==> src/rtl/bp_agree_pkg.sv <==
package bp_agree_pkg;

  localparam logic [1:0] CNT_MIN        = 2'd0;
  localparam logic [1:0] CNT_MAX        = 2'd3;
  localparam logic [1:0] CNT_WEAK_AGREE = 2'd2;

  // Strobes from control to datapath for one cycle
  typedef struct packed {
    logic clearAll;
    logic histShift;
    logic cntInc;
    logic cntDec;
    logic cntSetWeak;
    logic biasToggle;
  } bpStrobe_t;

endpackage

==> src/rtl/bp_agree_ctrl.sv <==
module bp_agree_ctrl
  import bp_agree_pkg::*;
(
  input  logic       flush,
  input  logic       resValid,
  input  logic       resTaken,
  input  logic       resBias,
  input  logic [1:0] resCnt,
  output bpStrobe_t  stb
);

  logic agree;

  assign agree = (resTaken == resBias);

  always_comb begin
    stb = '0;
    if (flush) begin
      stb.clearAll = 1'b1;
    end else if (resValid) begin
      stb.histShift = 1'b1;
      if (agree) begin
        stb.cntInc = (resCnt != CNT_MAX);
      end else if (resCnt == CNT_MIN) begin
        stb.biasToggle = 1'b1;
        stb.cntSetWeak = 1'b1;
      end else begin
        stb.cntDec = 1'b1;
      end
    end
  end

endmodule

==> src/rtl/bp_agree_data.sv <==
module bp_agree_data
  import bp_agree_pkg::*;
#(
  parameter int ADDR_W  = 32,
  parameter int IDX_W   = 6,
  parameter int IDX_LSB = 2
) (
  input  logic              clk,
  input  logic              rstN,
  input  bpStrobe_t         stb,
  input  logic [ADDR_W-1:0] fetchAddr,
  input  logic [IDX_W-1:0]  resPatIdx,
  input  logic [IDX_W-1:0]  resBiasIdx,
  input  logic              resTaken,
  output logic [IDX_W-1:0]  predPatIdx,
  output logic [IDX_W-1:0]  predBiasIdx,
  output logic [1:0]        predCnt,
  output logic              predBias,
  output logic [1:0]        resCnt
);

  localparam int DEPTH = 1 << IDX_W;

  logic [IDX_W-1:0] hist;
  logic [1:0]       cntEff  [DEPTH];
  logic             biasEff [DEPTH];
  logic [1:0]       cntNext;
  logic             biasNext;
  logic             cntWrAny;

  // Global outcome history
  always_ff @(posedge clk or negedge rstN) begin
    if (!rstN)              hist <= '0;
    else if (stb.clearAll)  hist <= '0;
    else if (stb.histShift) hist <= {hist[IDX_W-2:0], resTaken};
  end

  assign cntWrAny = stb.cntInc | stb.cntDec | stb.cntSetWeak;

  always_comb begin
    cntNext = resCnt;
    if (stb.cntSetWeak)  cntNext = CNT_WEAK_AGREE;
    else if (stb.cntInc) cntNext = resCnt + 2'd1;
    else if (stb.cntDec) cntNext = resCnt - 2'd1;
  end

  assign biasNext = ~biasEff[resBiasIdx];

  // One storage slot per index in each table, each with a valid bit
  for (genvar e = 0; e < DEPTH; e++) begin : g_entry
    logic [1:0] cntQ;
    logic       cntVld;
    logic       biasQ;
    logic       biasVld;
    logic       cntWr;
    logic       biasWr;

    assign cntWr  = cntWrAny && (resPatIdx == IDX_W'(e));
    assign biasWr = stb.biasToggle && (resBiasIdx == IDX_W'(e));

    always_ff @(posedge clk or negedge rstN) begin
      if (!rstN) begin
        cntVld  <= 1'b0;
        biasVld <= 1'b0;
      end else if (stb.clearAll) begin
        cntVld  <= 1'b0;
        biasVld <= 1'b0;
      end else begin
        if (cntWr)  cntVld  <= 1'b1;
        if (biasWr) biasVld <= 1'b1;
      end
    end

    always_ff @(posedge clk) begin
      if (cntWr)  cntQ  <= cntNext;
      if (biasWr) biasQ <= biasNext;
    end

    assign cntEff[e]  = cntVld  ? cntQ  : CNT_WEAK_AGREE;
    assign biasEff[e] = biasVld ? biasQ : 1'b0;
  end

  assign predPatIdx  = hist;
  assign predBiasIdx = fetchAddr[IDX_LSB +: IDX_W] ^ hist;
  assign predCnt     = cntEff[predPatIdx];
  assign predBias    = biasEff[predBiasIdx];
  assign resCnt      = cntEff[resPatIdx];

endmodule

==> src/rtl/bp_agree.sv <==
module bp_agree
  import bp_agree_pkg::*;
#(
  parameter int ADDR_W  = 32,
  parameter int IDX_W   = 6,
  parameter int IDX_LSB = 2
) (
  input  logic              clk,
  input  logic              rstN,
  input  logic              flush,
  input  logic [ADDR_W-1:0] fetchAddr,
  output logic              predTaken,
  output logic [IDX_W-1:0]  predPatIdx,
  output logic [IDX_W-1:0]  predBiasIdx,
  output logic              predBias,
  input  logic              resValid,
  input  logic              resTaken,
  input  logic [IDX_W-1:0]  resPatIdx,
  input  logic [IDX_W-1:0]  resBiasIdx,
  input  logic              resBias
);

  bpStrobe_t  stb;
  logic [1:0] predCnt;
  logic [1:0] resCnt;

  bp_agree_ctrl i_ctrl (
    .flush    (flush),
    .resValid (resValid),
    .resTaken (resTaken),
    .resBias  (resBias),
    .resCnt   (resCnt),
    .stb      (stb)
  );

  bp_agree_data #(
    .ADDR_W  (ADDR_W),
    .IDX_W   (IDX_W),
    .IDX_LSB (IDX_LSB)
  ) i_data (
    .clk         (clk),
    .rstN        (rstN),
    .stb         (stb),
    .fetchAddr   (fetchAddr),
    .resPatIdx   (resPatIdx),
    .resBiasIdx  (resBiasIdx),
    .resTaken    (resTaken),
    .predPatIdx  (predPatIdx),
    .predBiasIdx (predBiasIdx),
    .predCnt     (predCnt),
    .predBias    (predBias),
    .resCnt      (resCnt)
  );

  // Counter high bit says "follow the bias"
  assign predTaken = predCnt[1] ? predBias : ~predBias;

endmodule

==> config.mk <==
export PLATFORM = sky130hd
export DESIGN_NAME = bp_agree
export DESIGN_NICKNAME = d
export VERILOG_FILES = /design/src/rtl/bp_agree_pkg.sv /design/src/rtl/bp_agree_ctrl.sv /design/src/rtl/bp_agree_data.sv /design/src/rtl/bp_agree.sv
export SDC_FILE = /design/constraint.sdc
export NUM_CORES = 1
export LEC_CHECK = 0
export BUFFER_PORTS_ARGS = -buffer_cell sky130_fd_sc_hd__buf_4
export CORE_ASPECT_RATIO = 0.9
export CORE_MARGIN = 2
export CORE_UTILIZATION = 50
export DETAILED_ROUTE_END_ITERATION = 6
export PLACE_DENSITY = 0.65
export SKIP_LAST_GASP = 1
export SLEW_MARGIN = 10
export SYNTH_ARGS = -nofsm -noshare
export SYNTH_HDL_FRONTEND = slang
export SYNTH_HIERARCHICAL = 1
export SYNTH_SLANG_ARGS = --single-unit
==> constraint.sdc <==
create_clock -name clk -period 4.8 [get_ports clk]
set_clock_uncertainty 0.2 [all_clocks]
set_input_delay 0.24 -clock clk [delete_from_list [all_inputs] [get_ports clk]]
set_output_delay 0.24 -clock clk [all_outputs]
set_load 0.02 [all_outputs]
# Yosys cells after proc, flatten, opt, wreduce, memory -nomap -nowiden
# Index checks and enable logic that the tools add are counted.
# totals
in_bits	50
register_bits	326
# op_classes
n_reduce_logical	260
magnitude_cmp	4
add_sub_neg	2
n_eq_ne	128
mux	409
bitwise_logic	9
# op_table
cell	n
6-bit == test, second input constant	64
1-bit two-way mux	328
2-bit nonzero test	129
6-bit by 5-bit == test with 1-bit output, second input constant	32
2-bit two-way mux	72
1-bit logical AND	128
6-bit by 4-bit == test with 1-bit output, second input constant	16
6-bit by 3-bit == test with 1-bit output, second input constant	8
7-bit greater-or-equal comparator, second input constant	4
6-bit inverter with 7-bit output	4
2-bit binary-select mux with 6-bit select	2
6-bit by 2-bit == test with 1-bit output, second input constant	4
1-bit binary-select mux with 6-bit select	2
6-bit by 1-bit == test with 1-bit output, second input constant	2
6-bit zero test	2
6-bit two-way mux	2
5-bit two-way mux	2
6-bit XOR	1
3-bit two-way mux	1
2-bit by 1-bit adder with 2-bit output, second input constant	1
2-bit zero test	1
2-bit != test, second input constant	1
1-bit inverter	2
1-bit OR	2
other kinds (2)	2

# Longest topological paths before layout
# Gate-level depths: netlist of the first run.
# depth
depth_word	14
mapped_depth	18

# Hierarchy
# Netlist of the first run, hierarchy kept.
# by_module_without_submodules
module	cells_each	seq_area_each_um2	instances	area_per_inst_um2
bp_agree_data	1417	9118.7	1	15210.8
bp_agree_ctrl	10	0.0	1	62.6
bp_agree	1	0.0	1	8.8

# Worst setup path after synthesis of the first run
# Ideal clock, no wire load.
# synth_path
kind	input port to flip-flop
from	input port resPatIdx[3]
to	register i_data.g_entry[0].cntQ[0], data pin
n_path_buf	2
t_arrival_ns	3.851
setup_ns	0.500
setup_slack_ns	0.249
cell_stages	13
path_cell_list	buf_4 > nor2b_1 > buf_2 > nand2_2 > o22ai_1 > a2111o_1 > or4_1 > a32oi_2 > nor2_1 > nor3_1 > nor2_1 > xnor2_1 > nor2_1
# synth_lines
element	line_no	text
start: declaration	bp_agree.sv:18	input logic [IDX_W-1:0] resPatIdx,
end signal: assignment	bp_agree_data.sv:75	if (cntWr) cntQ <= cntNext;
end: declaration	bp_agree_data.sv:51	logic [1:0] cntQ;

==> results of run 1 <==
## path summary, 6_finish.rpt
kind | startpoint | end | slack (ns) | depth (start not counted)
max in group asynchronous | rstN | i_data/g_entry[32].biasVld | 3.15 | 3
min in group asynchronous | rstN | i_data/g_entry[3].biasVld | 0.08 | 2
worst min-delay path | resBiasIdx[4] | i_data/g_entry[37].biasQ | 0.02 | 2
worst min register to register | i_data/g_entry[25].biasVld | i_data/g_entry[25].biasVld | 0.29 | 2
worst max-delay path | i_data/g_entry[2].cntVld | i_data/g_entry[32].cntQ[0] | 0.58 | 12
worst max register to register | i_data/g_entry[2].cntVld | i_data/g_entry[32].cntQ[0] | 0.58 | 12
## final cells by class
| cell class | instances | area [µm²] | area share |
|---|---|---|---|
| Multi-Input combinational cell | 934 | 5230 | 0.3108 |
| Timing Repair Buffer | 86 | 704.4 | 0.04187 |
| Clock buffer | 40 | 914.6 | 0.05436 |
| Sequential cell | 326 | 9120 | 0.5421 |
| Tap cell | 396 | 495.5 | 0.02945 |
| Clock inverter | 21 | 281.5 | 0.01673 |
| Inverter | 21 | 78.83 | 0.004685 |
## flip-flops by register name, summed over array words and instances (netlist names)
name / cells
i_data/g_entry.biasQ: 64
i_data/g_entry.biasVld: 64
i_data/g_entry.cntQ: 128
i_data/g_entry.cntVld: 64
i_data/predPatIdx: 6
## worst register-to-register path, stage by stage, from the launching register on
cell and delay (ns):
dfrtp_1 0.40, nand2_1 0.07, mux4_2 0.48, a221oi_1 0.40
a2bb2oi_1 0.18, or3_4 0.44, inv_1 0.12, nor2_1 0.05
nor3_1 0.33, nor3_1 0.13, buf_4 0.17, or3b_2 0.64
nor2_1 0.29
## repair_timing
item / 4_1_cts / 5_1_grt
endpoints found under the setup margin: 0 / 0
hold endpoints to repair: 53 / 0
hold buffers: 2 / 0
## routing by layer
layer  vias to the layer above  global-route usage  share of wire
li1                       4885                   -              -
met1                      5295              0.3485           0.41
met2                       435              0.4304           0.48
met3                        90             0.03630          0.064
met4                         0              0.1039          0.038
met5                         -                   0              0
## report_power, final
group	leakage (nW)	total, W	switching [W]	internal [W]
clock	0.582	0.00283	0.00108	0.00174
combinational	1.83	0.000428	0.000313	0.000115
sequential	3.60	0.00304	0.00000430	0.00304
## layout by cell type, fill, tap and decap left out, types with 5 or more instances in the layout
cell and instances:
clkbuf_16 35, mux2i_1 13, inv_1 19, buf_4 79, nor4_1 11, o22ai_1 10, a21oi_1 64, nand2_1 108
edfxtp_1 192, a31oi_1 17, nand2b_1 45, clkinv_1 6, nor3b_1 26, clkinv_2 5, nand4_1 6, o2111ai_1 5
nor3_1 7, o21ai_0 19, nand3_1 42, nand3b_1 7, bufinv_16 7, a311oi_1 17, dfrtp_1 133, o211ai_1 11
nor2b_1 11, mux4_2 35, nor2_1 421, o21ai_1 8
## per-stage QoR
step | setup WS (ns) | area [µm²]
floorplan | 0.2491 | 14730
detailed placement | 0.3741 | 15610
CTS | 0.6560 | 16820
finish | 0.5829 | 16820
global route | 0.4927 | 16820
global placement | 0.4544 | 15610
==> results.sh, run 1 <==
export IMPL_start_kind="register"
export IMPL_grt_pass1_vias=10630
export IMPL_cts_resized=0
export IMPL_path_buf_inv=2
export IMPL_clkTransAtPathRegs_ns=0.06
export IMPL_syn2layout_area_growth_pct=14.19
export IMPL_hp_class="in2reg"
export IMPL_final_hold_violation_count=0
export IMPL_cp_end_kind="register"
export IMPL_cts_setup_buffers=0
export IMPL_cp_arrival_ns=4.21
export IMPL_routed_wl_um=38970
export IMPL_drc=0
export IMPL_htreeDepth=2
export IMPL_cts_sinks=326
export IMPL_vias=10710
export IMPL_antenna_found_initial=0
export IMPL_diodes=0
export IMPL_final_cells=1824
export IMPL_crit_chain="nand2_1 > mux4_2 > a221oi_1 > a2bb2oi_1 > or3_4 > inv_1 > nor2_1 > nor3_1 > nor3_1 > buf_4 > or3b_2 > nor2_1"
export IMPL_dp_cells=1761
export IMPL_grt_usage=0.2602
export IMPL_crit_type="reg2reg"
export IMPL_finalSetupViolations=0
export IMPL_die_height_um=166.9
export IMPL_fin_util=0.5814
export IMPL_syn_avg_cell_area_um2=10.85
export IMPL_cts_tree="built"
export IMPL_ir_worst_vdd_mv=0.2831
export IMPL_fin_crit_sh=0.8786
export IMPL_clk_latency_ns=0.52
export IMPL_fmax_ghz=0.2371
export IMPL_maxSlewHeadroom=0.3013
export IMPL_start_util=0.5092
export IMPL_grt_pass1_wl_um=60900
export IMPL_hpwlAfterDp_um=25210
export IMPL_cp_top_family="simple AND/OR/NAND/NOR gates"
export IMPL_finalPower_w=0.006298
export IMPL_layout_nets=1454
export IMPL_drt_initial_drc_count=1029
export IMPL_path_max_fanout=16
export IMPL_root_buffer="clkbuf_16"
export IMPL_die_width_um=185.0
export IMPL_first_pass_iters=7
export IMPL_cap_viol_max_count=0
export IMPL_fillers=2477
export IMPL_powerDensity_mw_per_mm2=374.3
export IMPL_layout_min_cycle_time_ns=4.217
export IMPL_yosys_warnings=6
export IMPL_drt_antenna_violating_nets=0
export IMPL_drive_gt1_frac=0.1310
export IMPL_critPathSlowestCell="or3b_2"
export IMPL_portBuffers=37
export IMPL_vias_per_cell=5.869
export IMPL_tns_ns=0
export IMPL_gp_congestion=0.8766
export IMPL_critPathMaxStageDelay_ns=0.64
export IMPL_status="completed"
export IMPL_wl_per_cell_um=21.36
export IMPL_leakagePower_nw=6.017
export IMPL_numCtsBuffers=35
export IMPL_synthesis_nets=1408
export IMPL_grt_max_degree=87
export IMPL_grt_overflow=0
export IMPL_rows=59
export IMPL_clockBufferDepth=3
export IMPL_fp_coreArea_mm2=0.02894
export IMPL_die_area_mm2=0.03086
export IMPL_synthCells=1358
export IMPL_rsz0062_at_grt="false"
export IMPL_hold_ws_ns=0.01796
export IMPL_ios=64
export IMPL_cp_required_ns=4.79
export IMPL_worst_pin_slew_ns=1.048
export IMPL_syn_area_mm2=0.01473
export IMPL_final_max_slew_viol_count=0
(Power assumes the default switching activity.)
==> inputs of run 2 (changes only) <==
- CTS_BUF_LIST: unset -> sky130_fd_sc_hd__clkbuf_4
==> results.sh, run 2 (same netlist as run 1, synthesis figures left out) <==
export IMPL_rows=59
export IMPL_ir_worst_vdd_mv=0.2410
export IMPL_grt_overflow=0
export IMPL_largest_reg_flops=128
export IMPL_cts_sinks=326
export IMPL_fmax_ghz=0.2154
export IMPL_cp_end_kind="register"
export IMPL_grtUsageMet3=0.05401
export IMPL_top_usage_layer="met2"
export IMPL_drive_gt1_frac=0.1838
export IMPL_top_register="i_data/g_entry.cntQ"
export IMPL_root_buffer="clkbuf_4"
export IMPL_grt_usage=0.2635
export IMPL_syn2layout_area_growth_pct=14.30
export IMPL_design_area_mm2=0.01684
export IMPL_placed_cell_area_mm2=0.01561
export IMPL_numCtsBuffers=84
export IMPL_clk_latency_ns=0.71
export IMPL_clkTransAtPathRegs_ns=0.06
export IMPL_final_cell_mix="nor2_1, edfxtp_1, clkbuf_4, dfrtp_1, nand2_1"
export IMPL_vias_per_cell=5.708
export IMPL_final_hold_violation_count=0
export IMPL_die_width_um=185.0
export IMPL_die_height_um=166.9
export IMPL_antenna_found_initial=2
export IMPL_fin_crit_sh=0.9670
export IMPL_drc=0
export IMPL_hp_class="in2reg"
export IMPL_fin_util=0.5820
export IMPL_hpwlAfterDp_um=25210
export IMPL_layout_nets=1513
export IMPL_use_met2=0.4245
export IMPL_hold_ws_ns=0.05698
export IMPL_cp_arrival_ns=5.02
export IMPL_ios=64
export IMPL_leakagePower_nw=6.152
export IMPL_htreeDepth=3
export IMPL_grt_pass1_wl_um=61330
export IMPL_routed_wl_um=39370
export IMPL_fp_coreArea_mm2=0.02894
export IMPL_path_max_fanout=27
export IMPL_met1_usage=0.3422
export IMPL_worst_pin_slew_ns=1.040
export IMPL_wl_per_cell_um=20.43
export IMPL_die_area_mm2=0.03086
export IMPL_maxSlewHeadroom=0.3067
export IMPL_start_kind="primary input"
export IMPL_cp_required_ns=5.18
export IMPL_powerDensity_mw_per_mm2=346.3
export IMPL_vias=11000
export IMPL_clockBufferDepth=3
export IMPL_grt_pass1_vias=11010
export IMPL_rsz0062_at_grt="false"
export IMPL_tns_ns=0
export IMPL_layout_min_cycle_time_ns=4.642
export IMPL_cap_viol_max_count=0
export IMPL_final_common_cell="nor2_1"
export IMPL_grt_max_degree=87
export IMPL_drt_initial_drc_count=952
export IMPL_first_pass_iters=6
export IMPL_drt_antenna_violating_nets=0
export IMPL_cts_tree="built"
export IMPL_status="completed"
export IMPL_portBuffers=37
export IMPL_start_util=0.5092
export IMPL_gp_congestion=0.8766
export IMPL_crit_type="in2reg"
export IMPL_final_max_slew_viol_count=0
export IMPL_finalSetupViolations=0
## run 2: cell count changes in the layout (fill, tap and decap cells not counted), moves of 5 or more
cell           change
clkbuf_16         -35
bufinv_16          -7
inv_2              +5
clkinv_1           +5
dlygate4sd3_1      +9
clkbuf_4         +133
## run 2: final timing paths
| path | startpoint | to | slack [ns] | cells after the start |
|---|---|---|---|---|
| worst min register to register | i_data/g_entry[42].biasVld | i_data/g_entry[42].biasVld | 0.30 | 2 |
| worst max-delay path | resPatIdx[0] | i_data/g_entry[22].cntVld | 0.16 | 18 |
| worst max register to register | i_data/g_entry[2].cntVld | i_data/g_entry[22].cntVld | 0.25 | 17 |
| max in group asynchronous | rstN | i_data/g_entry[32].biasVld | 3.22 | 4 |
| min in group asynchronous | rstN | i_data/g_entry[11].biasVld | 0.50 | 4 |
| worst min-delay path | resBiasIdx[3] | i_data/g_entry[36].biasVld | 0.06 | 6 |
## run 2: final cells by class
| type | instances | area (µm²) |
|---|---|---|
| fillers | 2534 | 12100 |
| flip-flops and latches | 326 | 9120 |
| multi-input cells | 934 | 5245 |
| clock buffers | 133 | 998.5 |
| repair buffers | 96 | 822.0 |
| well taps | 396 | 495.5 |
| inverters | 21 | 81.33 |
| clock inverters | 19 | 73.82 |
| diodes | 2 | 5.005 |
## run 2: timing repair
action / in CTS / in global routing
hold buffers: 12 / 0
endpoints found under the setup margin: 0 / 1
setup buffers: 0 / 0
resized for setup: 0 / 6
endpoints found under the hold margin: 207 / 0
## run 2: stage by stage
stage / setup slack (ns) / power (W) / std cells
2_1_floorplan: 0.2491 / 0.003320 / 1358
3_3_place_gp: 0.4544 / 0.003527 / 1761
3_5_place_dp: 0.3741 / 0.003529 / 1761
4_1_cts: 0.1681 / 0.005892 / 1925
5_1_grt: 0.006757 / 0.006083 / 1927
6_report: 0.1583 / 0.005832 / 1927
## run 2: power by group
group	internal (W)	switching [W]
Combinational	0.000122	0.000317
Sequential	0.00304	0.00000428
Clock	0.00125	0.00109
## run 2: critical path, cell delays in order
cell and delay, ns:
dlygate4sd3_1 0.53, buf_4 0.35, mux4_2 0.58, a221oi_1 0.40, a2bb2oi_1 0.18, or3_4 0.44, inv_1 0.12, nand2_1 0.06
and4b_1 0.26, nor3_1 0.22, buf_4 0.17, nor2_1 0.04, nand2_1 0.08, dlygate4sd3_1 0.55, nor2_1 0.07, nor2_1 0.09
nor2_1 0.04, dlygate4sd3_1 0.58
## run 2: routing by layer
layer  share of wire  wire (µm)
met5         0.00020          8
met4           0.041       1631
met3           0.068       2694
met2            0.48      18980
met1            0.41      16050
